File: src/rtl/cfg_pkg.sv
package cfg_pkg;
    localparam logic [7:0] KEY_ENTER = 8'h87;
    localparam logic [7:0] KEY_EXIT  = 8'hAA;
    localparam logic [7:0] IDX_SEL   = 8'h07;
    localparam logic [7:0] IDX_ID    = 8'h20;
    localparam logic [7:0] IDX_PM_LO = 8'h29;
    localparam logic [7:0] IDX_PM_HI = 8'h2D;
    localparam logic [7:0] IDX_ACT   = 8'h30;
    localparam logic [7:0] IDX_BANK  = 8'h31;
    localparam int         PM_N      = int'(IDX_PM_HI - IDX_PM_LO) + 1;
    localparam logic [7:0] RD_CLOSED = 8'hFF;

    typedef enum logic [1:0] {
        LK_IDLE = 2'd0,
        LK_HALF = 2'd1,
        LK_OPEN = 2'd2
    } lock_e;

    typedef enum logic [1:0] {
        RG_GLOBAL = 2'd0,
        RG_ACT    = 2'd1,
        RG_BANK   = 2'd2
    } region_e;

    function automatic region_e region_of(input logic [7:0] idx);
        if (idx < IDX_ACT)       return RG_GLOBAL;
        else if (idx == IDX_ACT) return RG_ACT;
        else                     return RG_BANK;
    endfunction

    function automatic logic is_pinmux(input logic [7:0] idx);
        return (idx >= IDX_PM_LO) && (idx <= IDX_PM_HI);
    endfunction
endpackage

File: src/rtl/cfg_key_fsm.sv
module cfg_key_fsm
    import cfg_pkg::*;
(
    input  logic       clk,
    input  logic       rst,
    input  logic       idx_wr,
    input  logic [7:0] wdata,
    output logic       cfg_open,
    output logic       idx_load
);
    lock_e state_q, state_d;

    always_comb begin
        state_d = state_q;
        if (idx_wr) begin
            unique case (state_q)
                LK_IDLE: state_d = (wdata == KEY_ENTER) ? LK_HALF : LK_IDLE;
                LK_HALF: state_d = (wdata == KEY_ENTER) ? LK_OPEN : LK_IDLE;
                LK_OPEN: state_d = (wdata == KEY_EXIT)  ? LK_IDLE : LK_OPEN;
                default: state_d = LK_IDLE;
            endcase
        end
    end

    always_ff @(posedge clk) begin
        if (rst) state_q <= LK_IDLE;
        else     state_q <= state_d;
    end

    assign cfg_open = (state_q == LK_OPEN);
    assign idx_load = idx_wr && cfg_open && (wdata != KEY_EXIT);
endmodule

File: src/rtl/cfg_global_bank.sv
module cfg_global_bank
    import cfg_pkg::*;
#(
    parameter int         DEV_W  = 3,
    parameter logic [7:0] DEV_ID = 8'hC1
) (
    input  logic             clk,
    input  logic             rst,
    input  logic             wr_en,
    input  logic [7:0]       idx,
    input  logic [7:0]       wdata,
    output logic [DEV_W-1:0] sel,
    output logic [7:0]       rdata
);
    logic [7:0]       pm_q [PM_N];
    logic [DEV_W-1:0] sel_q;
    logic [2:0]       pm_off;

    assign pm_off = 3'(idx - IDX_PM_LO);

    always_ff @(posedge clk) begin
        if (rst) begin
            sel_q <= '0;
        end else if (wr_en && idx == IDX_SEL) begin
            sel_q <= wdata[DEV_W-1:0];
        end
    end

    for (genvar g = 0; g < PM_N; g++) begin : g_pm
        always_ff @(posedge clk) begin
            if (rst)
                pm_q[g] <= 8'h00;
            else if (wr_en && is_pinmux(idx) && pm_off == 3'(g))
                pm_q[g] <= wdata;
        end
    end

    always_comb begin
        rdata = 8'h00;
        if (idx == IDX_SEL)     rdata = 8'(sel_q);
        else if (idx == IDX_ID) rdata = DEV_ID;
        else if (is_pinmux(idx)) begin
            for (int i = 0; i < PM_N; i++)
                if (pm_off == 3'(i)) rdata = pm_q[i];
        end
    end

    assign sel = sel_q;
endmodule

File: src/rtl/cfg_act_bank.sv
module cfg_act_bank #(
    parameter int N_DEV = 8,
    parameter int DEV_W = 3
) (
    input  logic             clk,
    input  logic             rst,
    input  logic             wr_en,
    input  logic             wbit,
    input  logic [DEV_W-1:0] sel,
    output logic [N_DEV-1:0] active,
    output logic             act_sel
);
    for (genvar g = 0; g < N_DEV; g++) begin : g_act
        always_ff @(posedge clk) begin
            if (rst)
                active[g] <= 1'b0;
            else if (wr_en && sel == DEV_W'(g))
                active[g] <= wbit;
        end
    end

    always_comb begin
        act_sel = 1'b0;
        for (int i = 0; i < N_DEV; i++)
            if (sel == DEV_W'(i)) act_sel = active[i];
    end
endmodule

File: src/rtl/cfg_unlock_ctrl.sv
module cfg_unlock_ctrl
    import cfg_pkg::*;
#(
    parameter int         N_DEV  = 8,
    parameter logic [7:0] DEV_ID = 8'hC1,
    localparam int        DEV_W  = (N_DEV > 2) ? $clog2(N_DEV) : 1
) (
    input  logic             clk,
    input  logic             rst,
    input  logic             io_addr,
    input  logic             io_wr,
    input  logic             io_rd,
    input  logic [7:0]       io_wdata,
    output logic [7:0]       io_rdata,
    output logic             dev_stb,
    output logic             dev_we,
    output logic [DEV_W-1:0] dev_num,
    output logic [7:0]       dev_idx,
    output logic [7:0]       dev_wdata,
    input  logic [7:0]       dev_rdata,
    output logic [N_DEV-1:0] dev_active
);
    logic             cfg_open, idx_load;
    logic [7:0]       idx_q, glob_rdata, rdata_q;
    logic [DEV_W-1:0] sel_q;
    logic             act_sel;
    logic             rd_op, data_wr, data_rd;
    region_e          region;

    assign rd_op   = io_rd && !io_wr;
    assign data_wr = io_wr && io_addr && cfg_open;
    assign data_rd = rd_op && io_addr && cfg_open;
    assign region  = region_of(idx_q);

    cfg_key_fsm u_key (
        .clk      (clk),
        .rst      (rst),
        .idx_wr   (io_wr && !io_addr),
        .wdata    (io_wdata),
        .cfg_open (cfg_open),
        .idx_load (idx_load)
    );

    cfg_global_bank #(.DEV_W(DEV_W), .DEV_ID(DEV_ID)) u_glob (
        .clk   (clk),
        .rst   (rst),
        .wr_en (data_wr && region == RG_GLOBAL),
        .idx   (idx_q),
        .wdata (io_wdata),
        .sel   (sel_q),
        .rdata (glob_rdata)
    );

    cfg_act_bank #(.N_DEV(N_DEV), .DEV_W(DEV_W)) u_act (
        .clk     (clk),
        .rst     (rst),
        .wr_en   (data_wr && region == RG_ACT),
        .wbit    (io_wdata[0]),
        .sel     (sel_q),
        .active  (dev_active),
        .act_sel (act_sel)
    );

    always_ff @(posedge clk) begin
        if (rst)           idx_q <= 8'h00;
        else if (idx_load) idx_q <= io_wdata;
    end

    always_ff @(posedge clk) begin
        if (rst) begin
            rdata_q <= 8'h00;
        end else if (rd_op) begin
            if (!cfg_open)              rdata_q <= RD_CLOSED;
            else if (!io_addr)          rdata_q <= idx_q;
            else if (region == RG_GLOBAL) rdata_q <= glob_rdata;
            else if (region == RG_ACT)  rdata_q <= {7'b0, act_sel};
            else                        rdata_q <= dev_rdata;
        end
    end

    assign io_rdata  = rdata_q;
    assign dev_stb   = (data_wr || data_rd) && region == RG_BANK;
    assign dev_we    = io_wr;
    assign dev_num   = sel_q;
    assign dev_idx   = idx_q;
    assign dev_wdata = io_wdata;
endmodule

File: config.mk
export PLATFORM = sky130hd
export DESIGN_NAME = cfg_unlock_ctrl
export DESIGN_NICKNAME = d
export VERILOG_FILES = /design/src/rtl/cfg_pkg.sv /design/src/rtl/cfg_key_fsm.sv /design/src/rtl/cfg_global_bank.sv /design/src/rtl/cfg_act_bank.sv /design/src/rtl/cfg_unlock_ctrl.sv
export SDC_FILE = /design/constraint.sdc
export NUM_CORES = 1
export LEC_CHECK = 0
export BUFFER_PORTS_ARGS = -buffer_cell sky130_fd_sc_hd__buf_2
export CORE_UTILIZATION = 45
export CTS_CLUSTER_SIZE = 16
export DETAILED_ROUTE_END_ITERATION = 6
export GPL_TIMING_DRIVEN = 0
export PLACE_DENSITY = 0.77
export SYNTH_ARGS = -nofsm -noshare
export SYNTH_HDL_FRONTEND = slang
export SYNTH_SLANG_ARGS = --single-unit
File: constraint.sdc
create_clock -name clk -period 6.5 [get_ports clk]
set_input_delay 0.65 -clock clk [delete_from_list [all_inputs] [get_ports clk]]
set_output_delay 0.65 -clock clk [all_outputs]
set_load 0.1 [all_outputs]
# Yosys cells after proc, flatten, opt, wreduce, memory -nomap -nowiden
# Memory sizes are Yosys's and may differ from the RTL's.
# Index checks and enable logic that the tools add are counted.
# W data, S select, Z words.
[word_totals]
ramBits = 40
register_bits = 29
word_cells = 125
mem_count = 1
[mem_list]
columns = ["name", "words", "width", "read_ports", "rd_ports_with_merged_regs", "write_ports", "line", "source"]
rows = [
  ["u_glob.pm_q", 5, 8, 5, 0, 5, "cfg_global_bank.sv:15", "logic [7:0] pm_q [PM_N];"],
]
[classes]
n_addsub = 1
n_mux = 48
eq_ne = 21
order_cmp = 3
bitwise_logic = 5
reduce_logical = 34
[op_table]
columns = ["operator", "count"]
rows = [
  ["$mux W8", 17],
  ["$logic_and A1 B1 Y1", 27],
  ["$mux W1", 26],
  ["$eq A8 B6 Y1 const B", 2],
  ["$eq A8 B8 Y1 const B", 2],
  ["$eq A3 B3 Y1 const B", 5],
  ["$eq A3 B2 Y1 const B", 4],
  ["$eq A8 B3 Y1 const B", 1],
  ["$ge A8 B6 Y1 const B", 1],
  ["$le A8 B6 Y1 const B", 1],
  ["$lt A8 B6 Y1 const B", 1],
  ["$mux W2", 4],
  ["$ne A8 B8 Y1 const B", 1],
  ["$eq A3 B1 Y1 const B", 2],
  ["$logic_not A3 Y1", 2],
  ["$pmux W2 S3", 1],
  ["$or A1 B1 Y1", 5],
  ["$eq A2 B1 Y1 const B", 2],
  ["$eq A2 B2 Y1 const B", 2],
  ["$logic_not A2 Y1", 2],
  ["$sub A3 B1 Y3 const B", 1],
  ["$logic_not A1 Y1", 2],
  ["$logic_or A1 B1 Y1", 1],
]

# Longest topological paths before layout
[logic_depth]
word_depth = 13
ltp_mapped = 10

# Cells and area by module
# Synthesis repeated with hierarchy kept, for this count alone.
[unflattened]
cells_unflattened = 332
hier_area_um2 = 3649.8
[by_module_without_submodules]
columns = ["mod", "cells_each", "n_inst", "area_per_inst_um2"]
rows = [
  ["cfg_global_bank", 186, 1, 2224.6],
  ["cfg_unlock_ctrl", 90, 1, 837.1],
  ["cfg_act_bank", 40, 1, 435.4],
  ["cfg_key_fsm", 16, 1, 152.6],
]

# Worst setup path before layout
# Ideal clock, no wire load.
[synth_timing]
path_kind = "reg-to-output"
start = "register idx_q[5], in the netlist dev_idx[5]"
end = "output port dev_stb"
t_arrival_ps = 2619
required_time_ps = 5850
path_stages_with_launch = 5
path_slack_ps = 3231
n_path_buf = 1
cell_sequence = "dfxtp_1 buf_2 a211oi_1 a41oi_2 o2111a_1"
[synth_between]
elab_chain_cells = 5
elab_cells_between_ends = 6
[synth_lines]
columns = ["item", "line", "source"]
rows = [
  ["start: declaration", "cfg_unlock_ctrl.sv:24", "logic [7:0] idx_q, glob_rdata, rdata_q;"],
  ["start signal: assignment", "cfg_unlock_ctrl.sv:66", "else if (idx_load) idx_q <= io_wdata;"],
  ["branches (longest 2 deep; another with $lt A8 B6 Y1)", "-", ""],
  ["$mux W2 *", "cfg_pkg.sv:26", "if (idx < IDX_ACT) return RG_GLOBAL;"],
  ["$eq A2 B2 Y1 *", "cfg_unlock_ctrl.sv:82", "assign dev_stb = (data_wr || data_rd) && region == RG_BANK;"],
  ["$logic_and A1 B1 Y1 *", "cfg_unlock_ctrl.sv:82", ""],
  ["end: declaration", "cfg_unlock_ctrl.sv:15", "output logic dev_stb,"],
]
# Every way passes the cells marked *.

# Worst setup path in the final report
[layout_timing]
start = "register idx_q[7], in the netlist dev_idx[7]"
end = "output port dev_stb"
# Same word-level chain as after synthesis.

==> flow_summary_export.csv <==
group,metric,value,unit
yosys,synth_flop_cell,"edfxtp_1",
clock_tree,clock_tree.buffer_depth,2,
yosys,synth.yosys.seq_area_share,0.490,
yosys,synth_compound_area_frac,0.140,
global_route,gr-total-overflow,0,
yosys,syn-num-nets,369,
detailed_routing,avgViaCountPerCell,5.77,
floorplan,placement_rows,32,
detailed_routing,met2_length,4170,um
final_layout,mostFrequentLayoutCells,"57 x buf_2, 50 x nor2_1, 43 x and2_1, 40 x edfxtp_1, 29 x dfxtp_1",
timing,timing.final.hold_violations,0,
clock_tree,cts_setup_buffers,0,
global_route,grt_pass1_wl,14300,um
timing,slew-limit-headroom,0.571,
pwr,leakage,1.60,nW
final_layout,final_cells,519,
floorplan,die_height,91.9,um
timing,final_min_period_over_clock_period,0.446,
clock_tree,worstSkewPairLatency,0.34,ns
timing,timing.final.max_slew_violations,0,
yosys,syn_avg_cell_area,10.5,um^2
placed_design,buffer_ports.inserted,54,
floorplan,chipWidth,91.9,um
final_layout,leading_cell_type_in_the_layout_fill_and_taps_excluded,"buf_2",
clock_tree,post_cts_clock_slew_at_the_launch_and_capture_registers_of_the_worst_setup_and_hold_paths,0.08,ns
detailed_routing,detailroute.via_count,2994,
worst_setup_path,endpoint_class_of_the_critical_path,"primary output",
worst_setup_path,path_class,"register to primary output",
final_layout,layout_cells_sized_above_1,0.249,
yosys,post_synth_and_or_nand_nor_area_fraction,0.238,
timing,setup_viol,0,
final_layout,area_delta_synth_final,17.1,%
yosys,synth_cells,347,
global_route,grt_start_max_net_pins,14,
floorplan,core,7770,um^2
timing,finalCriticalPeriod,2.90,ns
yosys,combinational_family_with_the_most_area_after_synthesis,"simple AND/OR/NAND/NOR gates",
yosys,netlist_area,3640,um^2
worst_hold_path,depth_of_the_worst_hold_timing_path,2,
clock_tree,ctsResizeCount,0,
final_layout,final_nets,434,
final_layout,n_antenna_cell,0,
global_route,grt_usage,0.222,
worst_setup_path,startpoint_type,"register",
timing,totalNegativeSetupSlack,0,ns
clock_tree,clock-sinks,69,
floorplan,initial_core_util,0.468,
yosys,synth.mux.area_fraction,0.0729,
placed_design,routabilityCongestion,0.896,
floorplan,ioPinCount,58,
detailed_routing,drt_iter0_drc,294,
clock_tree,htree_num_levels,3,
clock_tree,cts_root_buf,"clkbuf_8",
yosys,synth_xor_area_frac,0,
status,outcome,"finished clean",
placed_design,dpl.cell_count,503,
yosys,ys_async_sr_fraction,0,
worst_setup_path,worst_r2r_endpoint,"io_rdata[0]$_SDFFE_PP0P_",
worst_hold_path,holdPathEnd,"io_rdata[2]$_SDFFE_PP0P_",
final_layout,final_core_utilization,0.548,
timing,timing.clock.skew,0.00848,ns
detailed_routing,route.detailed.drc,0,
worst_setup_path,critical_path_peak_fanout,9,
timing,rsz0062_at_grt,"no",
yosys,synth_edf_count,40,
worst_setup_path,rr_worst_depth,9,
clock_tree,cts-hold-fix-buffers,0,
yosys,ys_ff_latch,69,
detailed_routing,met3RoutedLength,630,um
global_route,grt_antenna_before_repair,0,
pwr,worst_ir_drop_vdd,95.9,uV
worst_hold_path,worst_hold_startpoint,"io_rdata[2]$_SDFFE_PP0P_",
pwr,power.density_cell_area,226,nW/um^2
detailed_routing,detail-route-antenna-nets,0,
detailed_routing,highest_layer,"met4",
yosys,synth.distinct_cells,56,
detailed_routing,detailed_routing_iteration_count_for_the_pre_antenna_repair_pass,7,
detailed_routing,routedLengthMet1,4040,um
yosys,ys.warnings.count,0,
worst_setup_path,r2r_setup_slack,3.79,ns
yosys,synth-adder-area-share,0.00344,
placed_design,dp_hpwl,6520,um
flow_run,timing.max_cap.violations,0,
detailed_routing,detail_route.wl_per_cell,17.5,um
global_route,first_global_vias,2788,
timing,slew_at_the_pin_closest_to_its_max_slew_limit,0.641,ns
worst_setup_path,critical_path_required,5.85,ns
worst_setup_path,rr_startpoint,"dev_idx[0]$_SDFFE_PP0P_",
worst_setup_path,cp_data_arrival_time,2.25,ns
floorplan,die_area,8450,um^2
detailed_routing,postRouteWirelength,9070,um
clock_tree,cts-buffers-inserted,9,
clock_tree,cts_tree,"yes",
worst_hold_path,holdCritPathClass,"register to register",
timing,fmax,0.345,GHz
Yosys cell counts (all sizes together) (3+ instances only):
cell	n	area, um^2
dfxtp	29	581
o221ai	4	41.3
mux2i	22	220
nand2	8	30.0
nand2b	6	37.5
o211ai	3	22.5
a21o	4	30.0
a31oi	6	37.5
o21ai	9	45.0
nor2	50	188
a221o	4	40.0
mux2	4	45.0
nand4	4	25.0
clkbuf	10	37.5
and2	43	269
nor4	6	37.5
nand3	8	40.0
nor3	10	82.6
a221oi	5	43.8
inv	6	22.5
buf	19	146
a21oi	9	45.0
nor2b	3	18.8
edfxtp	40	1200
worst max-delay path: stages (launching register included):
cell,delay (ns)
dfxtp_1,0.54
nor3_1,0.17
a41oi_2,0.49
o2111a_1,0.27
buf_2,0.43
how the worst max path moves through the flow:
stage	cells after the start	slack, ns	start	end
floorplan	4	3.23	dev_idx[5]$_SDFFE_PP0P_	dev_stb
global placement	9	3.85	dev_idx[0]$_SDFFE_PP0P_	io_rdata[0]$_SDFFE_PP0P_
detailed placement	9	3.83	dev_idx[0]$_SDFFE_PP0P_	io_rdata[0]$_SDFFE_PP0P_
CTS	4	3.64	dev_idx[1]$_SDFFE_PP0P_	dev_stb
global route	4	3.54	dev_idx[6]$_SDFFE_PP0P_	dev_stb
finish	4	3.60	dev_idx[7]$_SDFFE_PP0P_	dev_stb
layer usage:
metal | up-vias | track usage
li1 | 1413 | -
met1 | 1414 | 0.297
met4 | 0 | 0.100
met5 | - | 0
met3 | 22 | 0.0481
met2 | 145 | 0.344
flip-flops by register name (all words and copies together) (netlist names):
signal	flops
dev_idx	8
io_rdata	8
u_act.active	8
u_glob.pm_q	40
u_glob.sel	3
u_key.state_q	2
area by class of cell:
class | count | area [um^2]
clock buffer | 9 | 124
multi-input combinational | 243 | 1650
sequential | 69 | 1780
clock inverter | 7 | 98.8
fill | 695 | 3510
timing repair buffer | 54 | 270
inverter | 6 | 22.5
tap | 102 | 128
buffer | 29 | 184
logic make-up (layout without fill, tap and decap cells):
group / Yosys count / count (layout)
buffers and inverters: 35 / 105
adder cells (fa/ha/maj): 1 / 1
AO/OA/AOI/OAI: 63 / 63
flip-flops: 69 / 69
multiplexers: 26 / 26
AND/OR/NAND/NOR: 153 / 153
through the flow:
stage	area, um^2	total power [mW]	hold WS, ns	worst slack [ns]
after floorplan	3640	0.560	0.511	3.23
after detailed placement	4040	0.585	0.492	3.83
after CTS	4260	0.966	0.503	3.64
final	4260	0.963	0.502	3.60
after global placement	4040	0.583	0.486	3.85
after global routing	4260	0.992	0.526	3.54
power by group:
part	total [mW]	switching, mW	internal [mW]
registers	0.481	0.00494	0.476
clock network	0.388	0.171	0.217
logic	0.0935	0.0745	0.0190
Note: power is estimated with default switching activity, not from simulation.
